`config.mk`:
```
export PLATFORM = sky130hd
export DESIGN_NAME = lpm_sequencer
export DESIGN_NICKNAME = d
export VERILOG_FILES = /design/src/rtl/lpm_pkg.sv /design/src/rtl/lpm_wake_detect.sv /design/src/rtl/lpm_stab_timer.sv /design/src/rtl/lpm_enable_decode.sv /design/src/rtl/lpm_sequencer.sv
export SDC_FILE = /design/constraint.sdc
export NUM_CORES = 1
export LEC_CHECK = 0
export BUFFER_PORTS_ARGS = -buffer_cell sky130_fd_sc_hd__buf_2
export CORE_MARGIN = 2
export CORE_UTILIZATION = 45
export CTS_CLUSTER_SIZE = 40
export DETAILED_ROUTE_END_ITERATION = 10
export HOLD_SLACK_MARGIN = 0.08
export PLACE_DENSITY = 0.75
export SYNTH_ARGS = -nofsm -noshare
export SYNTH_HDL_FRONTEND = slang
export SYNTH_HIERARCHICAL = 1
export SYNTH_SLANG_ARGS = --single-unit
```
`constraint.sdc`:
```
create_clock -name clk -period 2.8 [get_ports clk]
set_input_delay 0 -clock clk [delete_from_list [all_inputs] [get_ports clk]]
set_output_delay 0 -clock clk [all_outputs]
set_load 0.02 [all_outputs]
```
`src/rtl/lpm_pkg.sv`:
```
package lpm_pkg;

    typedef enum logic [1:0] {
        MODE_RUN  = 2'b00,
        MODE_IDLE = 2'b01,
        MODE_PD   = 2'b10,
        MODE_TPD  = 2'b11
    } lpm_mode_e;

    typedef enum logic [2:0] {
        ST_RUN,
        ST_IDLE,
        ST_PD,
        ST_TPD,
        ST_WARM
    } lpm_state_e;

    typedef struct packed {
        logic bod;
        logic cmp;
        logic wdt;
        logic rtc;
        logic rc_sysclk;
    } lpm_cfg_t;

    typedef struct packed {
        logic cpu_clk;
        logic osc;
        logic rc_osc;
        logic bod;
        logic cmp;
        logic wdt;
        logic rtc;
    } lpm_en_t;

    function automatic lpm_state_e mode_to_state(lpm_mode_e m);
        case (m)
            MODE_IDLE: return ST_IDLE;
            MODE_PD:   return ST_PD;
            MODE_TPD:  return ST_TPD;
            default:   return ST_RUN;
        endcase
    endfunction

    function automatic logic is_deep(lpm_state_e s);
        return (s == ST_PD) || (s == ST_TPD);
    endfunction

endpackage

```
`src/rtl/lpm_wake_detect.sv`:
```
module lpm_wake_detect #(
    parameter int N_IRQ = 4
) (
    input  logic             clk,
    input  logic             rst,
    input  logic             mask_wr,
    input  logic [N_IRQ-1:0] mask_wdata,
    input  logic [N_IRQ-1:0] irq_req,
    input  logic [N_IRQ-1:0] irq_en,
    output logic             any_wake,
    output logic             deep_wake
);

    logic [N_IRQ-1:0] mask_q;
    logic [N_IRQ-1:0] live;
    logic [N_IRQ-1:0] deep_live;

    always_ff @(posedge clk) begin
        if (rst)
            mask_q <= '0;
        else if (mask_wr)
            mask_q <= mask_wdata;
    end

    for (genvar i = 0; i < N_IRQ; i++) begin : g_src
        assign live[i]      = irq_req[i] & irq_en[i];
        assign deep_live[i] = live[i] & mask_q[i];
    end

    assign any_wake  = |live;
    assign deep_wake = |deep_live;


    mask_clear_after_reset_chk: assert property (@(posedge clk)
        rst |=> (mask_q == '0));

endmodule

```
`src/rtl/lpm_stab_timer.sv`:
```
module lpm_stab_timer #(
    parameter int STAB_CYCLES = 256
) (
    input  logic clk,
    input  logic rst,
    input  logic start,
    input  logic active,
    output logic done
);

    localparam int CW = (STAB_CYCLES > 1) ? $clog2(STAB_CYCLES) : 1;
    localparam logic [CW-1:0] LAST = CW'(STAB_CYCLES - 1);

    logic [CW-1:0] cnt;

    always_ff @(posedge clk) begin
        if (rst || start)
            cnt <= '0;
        else if (active && !done)
            cnt <= cnt + 1'b1;
    end

    assign done = active && (cnt == LAST);


    cnt_in_range_chk: assert property (@(posedge clk) disable iff (rst)
        active |-> (cnt <= LAST));

endmodule

```
`src/rtl/lpm_enable_decode.sv`:
```
module lpm_enable_decode
    import lpm_pkg::*;
(
    input  lpm_state_e st,
    input  lpm_cfg_t   cfg,
    output lpm_en_t    en
);

    logic deep;
    logic total;

    always_comb begin
        deep       = is_deep(st);
        total      = (st == ST_TPD);
        en.cpu_clk = (st == ST_RUN);
        en.osc     = !deep;
        en.rc_osc  = cfg.rc_sysclk && (!deep || cfg.rtc);
        en.bod     = cfg.bod && !total;
        en.cmp     = cfg.cmp && !total;
        en.wdt     = cfg.wdt;
        en.rtc     = cfg.rtc;
    end

endmodule

```
`src/rtl/lpm_sequencer.sv`:
```
module lpm_sequencer
    import lpm_pkg::*;
#(
    parameter int N_IRQ       = 4,
    parameter int STAB_CYCLES = 256
) (
    input  logic             clk,
    input  logic             rst,
    input  logic             mode_wr,
    input  logic [1:0]       mode_wdata,
    input  logic             mask_wr,
    input  logic [N_IRQ-1:0] mask_wdata,
    input  logic [N_IRQ-1:0] irq_req,
    input  logic [N_IRQ-1:0] irq_en,
    input  logic             cfg_bod_en,
    input  logic             cfg_cmp_en,
    input  logic             cfg_wdt_en,
    input  logic             cfg_rtc_en,
    input  logic             cfg_rc_sysclk,
    output logic [1:0]       mode_q,
    output logic             cpu_clk_en,
    output logic             osc_en,
    output logic             rc_osc_en,
    output logic             bod_en,
    output logic             cmp_en,
    output logic             wdt_en,
    output logic             rtc_en
);

    lpm_state_e st;
    lpm_mode_e  mode_r;
    logic       any_wake;
    logic       deep_wake;
    logic       tmr_start;
    logic       tmr_done;
    lpm_cfg_t   cfg;
    lpm_en_t    en;

    lpm_wake_detect #(.N_IRQ(N_IRQ)) u_wake (
        .clk        (clk),
        .rst        (rst),
        .mask_wr    (mask_wr),
        .mask_wdata (mask_wdata),
        .irq_req    (irq_req),
        .irq_en     (irq_en),
        .any_wake   (any_wake),
        .deep_wake  (deep_wake)
    );

    assign tmr_start = is_deep(st) && deep_wake;

    lpm_stab_timer #(.STAB_CYCLES(STAB_CYCLES)) u_timer (
        .clk    (clk),
        .rst    (rst),
        .start  (tmr_start),
        .active (st == ST_WARM),
        .done   (tmr_done)
    );

    always_ff @(posedge clk) begin
        if (rst) begin
            st     <= ST_RUN;
            mode_r <= MODE_RUN;
        end else begin
            case (st)
                ST_RUN: begin
                    if (mode_wr) begin
                        mode_r <= lpm_mode_e'(mode_wdata);
                        st     <= mode_to_state(lpm_mode_e'(mode_wdata));
                    end
                end
                ST_IDLE: begin
                    if (any_wake) begin
                        mode_r <= MODE_RUN;
                        st     <= ST_RUN;
                    end
                end
                ST_PD, ST_TPD: begin
                    if (deep_wake) begin
                        mode_r <= MODE_RUN;
                        st     <= ST_WARM;
                    end
                end
                ST_WARM: begin
                    if (tmr_done)
                        st <= ST_RUN;
                end
                default: st <= ST_RUN;
            endcase
        end
    end

    assign cfg = '{bod: cfg_bod_en, cmp: cfg_cmp_en, wdt: cfg_wdt_en,
                   rtc: cfg_rtc_en, rc_sysclk: cfg_rc_sysclk};

    lpm_enable_decode u_dec (
        .st  (st),
        .cfg (cfg),
        .en  (en)
    );

    assign mode_q     = mode_r;
    assign cpu_clk_en = en.cpu_clk;
    assign osc_en     = en.osc;
    assign rc_osc_en  = en.rc_osc;
    assign bod_en     = en.bod;
    assign cmp_en     = en.cmp;
    assign wdt_en     = en.wdt;
    assign rtc_en     = en.rtc;


    idle_cpu_gated_chk: assert property (@(posedge clk) disable iff (rst)
        (st == ST_IDLE) |-> (!cpu_clk_en && osc_en));


    idle_wake_chk: assert property (@(posedge clk) disable iff (rst)
        (st == ST_IDLE && any_wake) |=> (st == ST_RUN && mode_q == 2'b00));


    tpd_analog_off_chk: assert property (@(posedge clk) disable iff (rst)
        (st == ST_TPD) |-> (!bod_en && !cmp_en && !osc_en));


    deep_hold_chk: assert property (@(posedge clk) disable iff (rst)
        (is_deep(st) && !deep_wake) |=> (st == $past(st)));


    warm_exit_chk: assert property (@(posedge clk) disable iff (rst)
        (st == ST_WARM && !tmr_done) |=> (!cpu_clk_en && osc_en));


    no_write_asleep_chk: assert property (@(posedge clk) disable iff (rst)
        (st == ST_IDLE && mode_wr && !any_wake) |=> (st == ST_IDLE && $stable(mode_q)));

endmodule

```
==> results of run 1 <==
## report_power, final
group	total, mW	internal [mW]	leakage (nW)	switching (mW)
clock network	0.140	0.0543	0.0139	0.0857
registers	0.259	0.250	0.138	0.00864
logic	0.104	0.0528	0.411	0.0515
## metal layers
metal	vias to the layer above	wire [µm]
li1	485	-
met1	452	1015
met2	38	1256
met3	0	118
met4	0	0
met5	-	0
## worst max-delay path: stages
cell and delay (ns):
sky130_fd_sc_hd__dlygate4sd3_1 0.53, sky130_fd_sc_hd__buf_2 0.12, sky130_fd_sc_hd__mux2i_1 0.16, sky130_fd_sc_hd__dlygate4sd3_1 0.60, sky130_fd_sc_hd__nor2_1 0.04, sky130_fd_sc_hd__dlygate4sd3_1 0.55
## how the worst max path moves through the flow
stage / cells after the start / to / slack (ns) / start
detailed placement: 5 / u_timer/cnt[5] / 1.14 / st[0]
global placement: 5 / u_timer/cnt[5] / 1.17 / st[0]
global route: 4 / mode_q[1] / 0.91 / st[0]
CTS: 4 / mode_q[1] / 1.05 / st[0]
finish: 6 / u_wake/mask_q[3] / 0.98 / mask_wdata[3]
floorplan: 4 / u_timer/cnt[5] / 1.34 / st[2]
## flip-flops by register name, indices dropped and copies added, names as in the netlist
| signal | cells |
|---|---|
| st | 3 |
| u_wake/mask_q | 4 |
| u_timer/cnt | 8 |
| mode_q | 2 |
## layout make-up
cell class,count,share of cell area [%]
Sequential cell,17,26.38
Multi-Input combinational cell,80,42.77
Tap cell,27,2.619
Clock buffer,3,1.746
Clock inverter,1,0.5820
Inverter,5,1.455
Timing Repair Buffer,46,24.44
## through the flow
step,cell area (µm²),hold WS (ns)
detailed placement,1090,0.0002364
CTS,1290,0.08541
global route,1290,0.08013
finish,1290,0.09678
global placement,1090,0.0002364
floorplan,938.4,0.06886
## kinds of logic (layout without fill, tap and decap cells)
logic type                 Yosys count  after routing
DFF                                 17             17
muxes                                7              7
AOI/OAI and AO/OA                   23             23
buffers and inverters                9             55
adders and majority gates            1              1
and+or+nand+nor                     49             49
## layout by cell type, fill, tap and decap left out, types with 2 or more instances in the layout
cell	n
sky130_fd_sc_hd__and4_1	2
sky130_fd_sc_hd__nand3b_1	2
sky130_fd_sc_hd__nand4_1	4
sky130_fd_sc_hd__nand3_1	5
sky130_fd_sc_hd__and3_1	3
sky130_fd_sc_hd__mux2i_1	7
sky130_fd_sc_hd__a21boi_0	2
sky130_fd_sc_hd__clkbuf_4	3
sky130_fd_sc_hd__dlygate4sd3_1	17
sky130_fd_sc_hd__a31oi_1	2
sky130_fd_sc_hd__buf_2	29
sky130_fd_sc_hd__nor4_1	2
sky130_fd_sc_hd__o21ai_1	2
sky130_fd_sc_hd__inv_1	4
sky130_fd_sc_hd__dfxtp_1	17
sky130_fd_sc_hd__nand2_1	11
sky130_fd_sc_hd__nor3_1	2
sky130_fd_sc_hd__a21oi_1	6
sky130_fd_sc_hd__a22oi_1	2
sky130_fd_sc_hd__nor2_1	7
## what timing repair did
action,4_1_cts,5_1_grt
hold buffers,17,0
resized for setup,0,0
endpoints found under the hold margin,9,0
==> flow_metrics.tcl, run 1 <==
set metrics [dict create \
    crit_required_ns 3.00 \
    post_synthesis_average_cell_area_um2 8.853 \
    final-hold-violation-count 0 \
    ctsLongestPathBuffers 2 \
    global_route_usage_over_all_layers_pct 19.96 \
    cts.sink_count 17 \
    timing.clock.skew_ns 0.004445 \
    clock_pin_slew_of_the_registers_on_the_worst_case_setup_and_hold_paths_ns 0.11 \
    grt_util_met1_pct 21.70 \
    drv.max_cap_violation_count 0 \
    yosys.cell_types.count 41 \
    syn-instance-count 106 \
    crit_arrival_ns 2.02 \
    run_status "completed" \
    synth_area_leaders "sky130_fd_sc_hd__dfxtp_1 (36%), sky130_fd_sc_hd__mux2i_1 (7.5%), sky130_fd_sc_hd__nand2_1 (4.4%)" \
    wl_mm 2.390 \
    place.detailed.instances 158 \
    clock_tree_from_tritoncts "done" \
    slew_viol_final 0 \
    setup_viol_count_final 0 \
    design.portCount 32 \
    firstDrtPassIters 4 \
    netlist.top_cell.by_area "sky130_fd_sc_hd__dfxtp_1" \
    synth_top_family_by_area "simple AND/OR/NAND/NOR gates" \
    post-route-drc-count 0 \
    crit_type "input pin to flop" \
    synth_compound_area_share_pct 19.47 \
    gr_met3_demand_resource_pct 3.636 \
    post_synth_most_frequent_cells "sky130_fd_sc_hd__dfxtp_1 (17), sky130_fd_sc_hd__nand2_1 (11), sky130_fd_sc_hd__mux2i_1 (7), sky130_fd_sc_hd__nor2_1 (7), sky130_fd_sc_hd__a21oi_1 (6)" \
    tightest_slew_ns 0.4633 \
    r2r_slack_ns 1.01 \
    cellLeakagePower_nw 0.5633 \
    area_of_all_sequential_standard_cells_um2 340.3 \
    power_density_nw_per_um2 390.2 \
    postSynthNetCount 130 \
    synth_xor_area_share_pct 0 \
    numPortBuffers 29 \
    worstReg2RegStart "u_wake/mask_q[3]" \
    rsz0062_at_grt "false" \
    maximum_fanout_along_the_worst_path 1 \
    grt-ovfl-total 0 \
    wire_per_inst_um 13.35 \
    floorplan.die.height_um 49.67 \
    min_period_ns 1.818 \
    hold_end "u_wake/mask_q[2]" \
    final_core_density_pct 65.75 \
    cts.repair_timing.setup_buffer_count 0 \
    synth-warning-count 6 \
    place.detailed.hpwl_mm 1.633 \
    critical_path.startpoint_type "input pin" \
    post-synth-top-count-cell "sky130_fd_sc_hd__dfxtp_1" \
    fraction_of_synthesized_area_in_multiplexers_pct 7.467 \
    total_power_consumption_of_the_routed_design_mw 0.5034 \
    yosys.area_share.simple_pct 30.53 \
    synth_async_sr_flop_share_pct 0 \
    cts-root-buf "sky130_fd_sc_hd__clkbuf_4" \
    worst_setup_path_end_kind "flop" \
    initial_core_util_pct 47.83 \
    latest_clock_arrival_within_the_worst_skew_pair_ns 0.30 \
    holdPathStages 3 \
    min_period_over_period_pct 64.93 \
    design.core.area_um2 1962 \
    die_width_um 49.67 \
    yosysSeqAreaShare_pct 36.27 \
    slew-limit-headroom_pct 69.00 \
    grt.met2_usage_pct 37.78 \
    ctsHtreeMaxLevel 1 \
    worstHoldPathType "input pin to flop" \
    detailroute.via_count 975 \
    grt_max_degree 16 \
    first_pass_grt_wire_length_mm 3.836 \
    reg2reg_to "u_wake/mask_q[3]" \
    peakVddDrop_v 0.0002677 \
    setup_total_negative_slack_ns 0 \
    multi_input_comb_area_um2 551.8 \
    synth_enable_flop_cells 0 \
    post_route_cells_drive_above_1_share_pct 26.97 \
    post_drt_via_cell_ratio 5.447 \
    yosys_most_used_dff "sky130_fd_sc_hd__dfxtp_1" \
    detailedPlace.worstSlack_ns 1.137 \
    ys_ff_latch 17 \
    fp-row-count 16 \
    drt_iter0_markers 22 \
    initial_antenna_violation_count 0 \
    number_of_buffers_inserted_during_clock_tree_synthesis 3 \
    syn2layout_area_growth_pct 37.47 \
    worst_hold_startpoint "mask_wr" \
    instances_no_fill 179 \
    globalplace.congestion 0.8658 \
    synth_top_area_share_pct 36.27 \
    via_count_of_the_first_global_routing_pass 922 \
    die_area_um2 2467 \
    postRouteAntennaNets 0 \
    synth_adder_area_share_pct 1.333 \
    layout.filler_cells 167 \
    syn-cell-area_um2 938.4 \
    final.setup.worst_slack_ns 0.9820 \
    antenna_cells 0 \
    rr_worst_depth 4 \
    globalRoute.busiestLayer "met2" \
    finalNetCount 177 \
    max_clock_freq_ghz 0.5500 \
]
(Power assumes the default switching activity.)
==> run 2: changes to the inputs <==
--- a/config.mk
+++ b/config.mk
@@ -5,13 +5,14 @@
 export SDC_FILE = /design/constraint.sdc
 export NUM_CORES = 1
 export LEC_CHECK = 0
+export ABC_AREA = 1
 export BUFFER_PORTS_ARGS = -buffer_cell sky130_fd_sc_hd__buf_2
 export CORE_MARGIN = 2
 export CORE_UTILIZATION = 45
 export CTS_CLUSTER_SIZE = 40
 export DETAILED_ROUTE_END_ITERATION = 10
 export HOLD_SLACK_MARGIN = 0.08
-export PLACE_DENSITY = 0.75
+export PLACE_DENSITY = 0.74
 export SYNTH_ARGS = -nofsm -noshare
 export SYNTH_HDL_FRONTEND = slang
 export SYNTH_HIERARCHICAL = 1
==> constraint.sdc (replaced) <==
create_clock -name clk -period 1.7 [get_ports clk]
set_input_delay 0 -clock clk [delete_from_list [all_inputs] [get_ports clk]]
set_output_delay 0 -clock clk [all_outputs]
set_load 0.02 [all_outputs]
==> run 2 against run 1 <==
Sequential cell count did not move. Final cell count rose by 32%. Highest routed layer is now met4. Global-route usage fell by 0.74 points. Count of clock-buffer cells in the layout rose by 1. Largest cell class unchanged.
==> flow_metrics.tcl, run 2 <==
set metrics [dict create \
    cts.sink_count 17 \
    final_common_cell "sky130_fd_sc_hd__nand2_1" \
    slew-limit-headroom_pct 80.01 \
    post-synth-top-count-cell "sky130_fd_sc_hd__nand2_1" \
    floorplan.die.height_um 51.66 \
    numPortBuffers 29 \
    min_period_ns 1.542 \
    post_synth_most_frequent_cells "sky130_fd_sc_hd__nand2_1 (42), sky130_fd_sc_hd__inv_1 (26), sky130_fd_sc_hd__nor2_1 (22)" \
    holdPathStages 4 \
    ys_ff_latch 17 \
    instances_no_fill 236 \
    rr_worst_depth 9 \
    grt-ovfl-total 0 \
    stdcell_area_um2 1350 \
    yosysSeqAreaShare_pct 33.29 \
    syn-instance-count 165 \
    worst_hold_startpoint "mask_wr" \
    run_status "completed" \
    syn-cell-area_um2 1022 \
    crit_required_ns 1.93 \
    post_drt_via_cell_ratio 4.775 \
    cellLeakagePower_nw 0.6946 \
    ctsHtreeMaxLevel 1 \
    area_of_all_sequential_standard_cells_um2 340.3 \
    detailedPlace.worstSlack_ns 0.1348 \
    timing.hold.ws_ns 0.07425 \
    regMostFlops "u_timer/cnt" \
    peakVddDrop_v 0.0005464 \
    post_synthesis_average_cell_area_um2 6.195 \
    final.setup.worst_slack_ns 0.1575 \
    multi_input_comb_area_um2 569.3 \
    first_pass_grt_wire_length_mm 3.967 \
    place.detailed.hpwl_mm 1.676 \
    syn2layout_area_growth_pct 32.07 \
    setup_viol_count_final 0 \
    place.detailed.instances 221 \
    antenna_cells 0 \
    critical_path.startpoint_type "flop" \
    netlist.top_cell.by_area "sky130_fd_sc_hd__dfxtp_1" \
    synth_top_area_share_pct 33.29 \
    power_density_nw_per_um2 725.7 \
    drv.max_cap_violation_count 0 \
    design.portCount 32 \
    slew_viol_final 0 \
    largest_register_ffs 8 \
    global_route_usage_over_all_layers_pct 19.22 \
    total_power_consumption_of_the_routed_design_mw 0.9797 \
    tightest_slew_ns 0.2994 \
    final-hold-violation-count 0 \
    layout.filler_cells 192 \
    yosys_most_used_dff "sky130_fd_sc_hd__dfxtp_1" \
    max_clock_freq_ghz 0.6483 \
    synth_enable_flop_cells 0 \
    number_of_buffers_inserted_during_clock_tree_synthesis 3 \
    worstReg2RegStart "st[0]" \
    maximum_fanout_along_the_worst_path 7 \
    die_width_um 51.66 \
    finalNetCount 233 \
    design.core.area_um2 2170 \
    postRouteAntennaNets 0 \
    synth_async_sr_flop_share_pct 0 \
    synth_area_leaders "sky130_fd_sc_hd__dfxtp_1 (33%), sky130_fd_sc_hd__nand2_1 (15%), sky130_fd_sc_hd__inv_1 (9.5%)" \
    most-common-layout-cells "sky130_fd_sc_hd__nand2_1 (42), sky130_fd_sc_hd__buf_2 (29), sky130_fd_sc_hd__inv_1 (26), sky130_fd_sc_hd__nor2_1 (22), sky130_fd_sc_hd__dfxtp_1 (17)" \
    worst_setup_path_end_kind "flop" \
    initial_antenna_violation_count 0 \
    clock_pin_slew_of_the_registers_on_the_worst_case_setup_and_hold_paths_ns 0.09 \
    crit_type "flop to flop" \
    wl_mm 2.317 \
    firstDrtPassIters 4 \
    grt_max_degree 11 \
    clock_tree_from_tritoncts "done" \
    largest_registers "u_timer/cnt: 8 flops, u_wake/mask_q: 4 flops, st: 3 flops" \
    wire_per_inst_um 9.818 \
    synth-warning-count 6 \
    detailroute.via_count 1127 \
    die_area_um2 2669 \
    fp-row-count 17 \
    postPlaceCellArea_um2 1197 \
    latest_clock_arrival_within_the_worst_skew_pair_ns 0.28 \
    postSynthNetCount 189 \
    cts-root-buf "sky130_fd_sc_hd__clkbuf_4" \
    min_period_over_period_pct 90.73 \
    timing.clock.skew_ns 0.001720 \
    globalplace.congestion 0.8106 \
    yosys.cell_types.count 20 \
    via_count_of_the_first_global_routing_pass 1051 \
    r2r_slack_ns 0.16 \
    drt_iter0_markers 23 \
    reg2reg_to "st[0]" \
    ctsLongestPathBuffers 2 \
    worstHoldPathType "input pin to flop" \
    initial_core_util_pct 47.12 \
    post-route-drc-count 0 \
    post_route_cells_drive_above_1_share_pct 25.96 \
    hold_end "u_wake/mask_q[1]" \
    crit_arrival_ns 1.77 \
]
run 2: worst max path at each step:
stage | startpoint | end | slack [ns] | cells past startpoint
6_report | st[0] | st[0] | 0.16 | 9
5_1_grt | st[0] | st[0] | -0.01 | 9
4_1_cts | mask_wdata[1] | u_wake/mask_q[1] | 0.03 | 6
3_5_place_dp | st[1] | st[0] | 0.13 | 9
3_3_place_gp | st[1] | st[0] | 0.22 | 9
2_1_floorplan | st[2] | st[0] | 0.13 | 11
run 2: per-layer routing:
metal	track usage (%)	routed length [µm]
met1	19.53	1042
met2	38.46	1193
met3	2.011	70
met4	8.772	12
met5	0	0
run 2: per-stage QoR:
step           TNS (ns)  utilization, %
6_report              0           62.23
3_5_place_dp          0           55.19
4_1_cts               0           63.32
3_3_place_gp          0           55.19
2_1_floorplan         0               -
5_1_grt        -0.01247           62.23
run 2: final cells by class:
type | instances | share of cell area (%)
clock buffer | 4 | 1.946
inverter | 29 | 8.063
multi-input combinational | 116 | 42.17
sequential | 17 | 25.21
tap | 28 | 2.595
timing repair buffer | 42 | 20.02
run 2: cells by family (layout without fill, tap and decap cells):
family	Yosys count	after routing	synth area share, %
flip-flops	17	17	33.29
adder cells (fa/ha/maj)	1	1	1.224
AO/OA/AOI/OAI	15	15	7.344
buffers and inverters	32	75	12.61
AND/OR/NAND/NOR	100	100	45.53
run 2: what timing repair did:
action                     in CTS  in global routing
setup buffers                   0                  0
hold buffers                   15                  0
setup endpoints to repair       0                  6
hold endpoints to repair        7                  0
gates resized for setup         0                  4
run 2: worst max-delay path, cell delays in order, from the launching register on:
cell and delay [ns]:
sky130_fd_sc_hd__dfxtp_1 0.38, sky130_fd_sc_hd__nor3_2 0.27, sky130_fd_sc_hd__nand3_1 0.16, sky130_fd_sc_hd__nor4_1 0.19, sky130_fd_sc_hd__inv_1 0.06, sky130_fd_sc_hd__nand3_1 0.12, sky130_fd_sc_hd__nand2_1 0.07, sky130_fd_sc_hd__nor2_1 0.11
sky130_fd_sc_hd__nor2_1 0.04, sky130_fd_sc_hd__nor2_1 0.09
run 2: power breakdown:
part	switching (mW)	total [mW]	internal, mW	leakage, nW
clock	0.118	0.209	0.0910	0.0150
combinational	0.184	0.309	0.125	0.541
sequential	0.0330	0.462	0.429	0.139
total	0.335	0.980	0.644	0.695
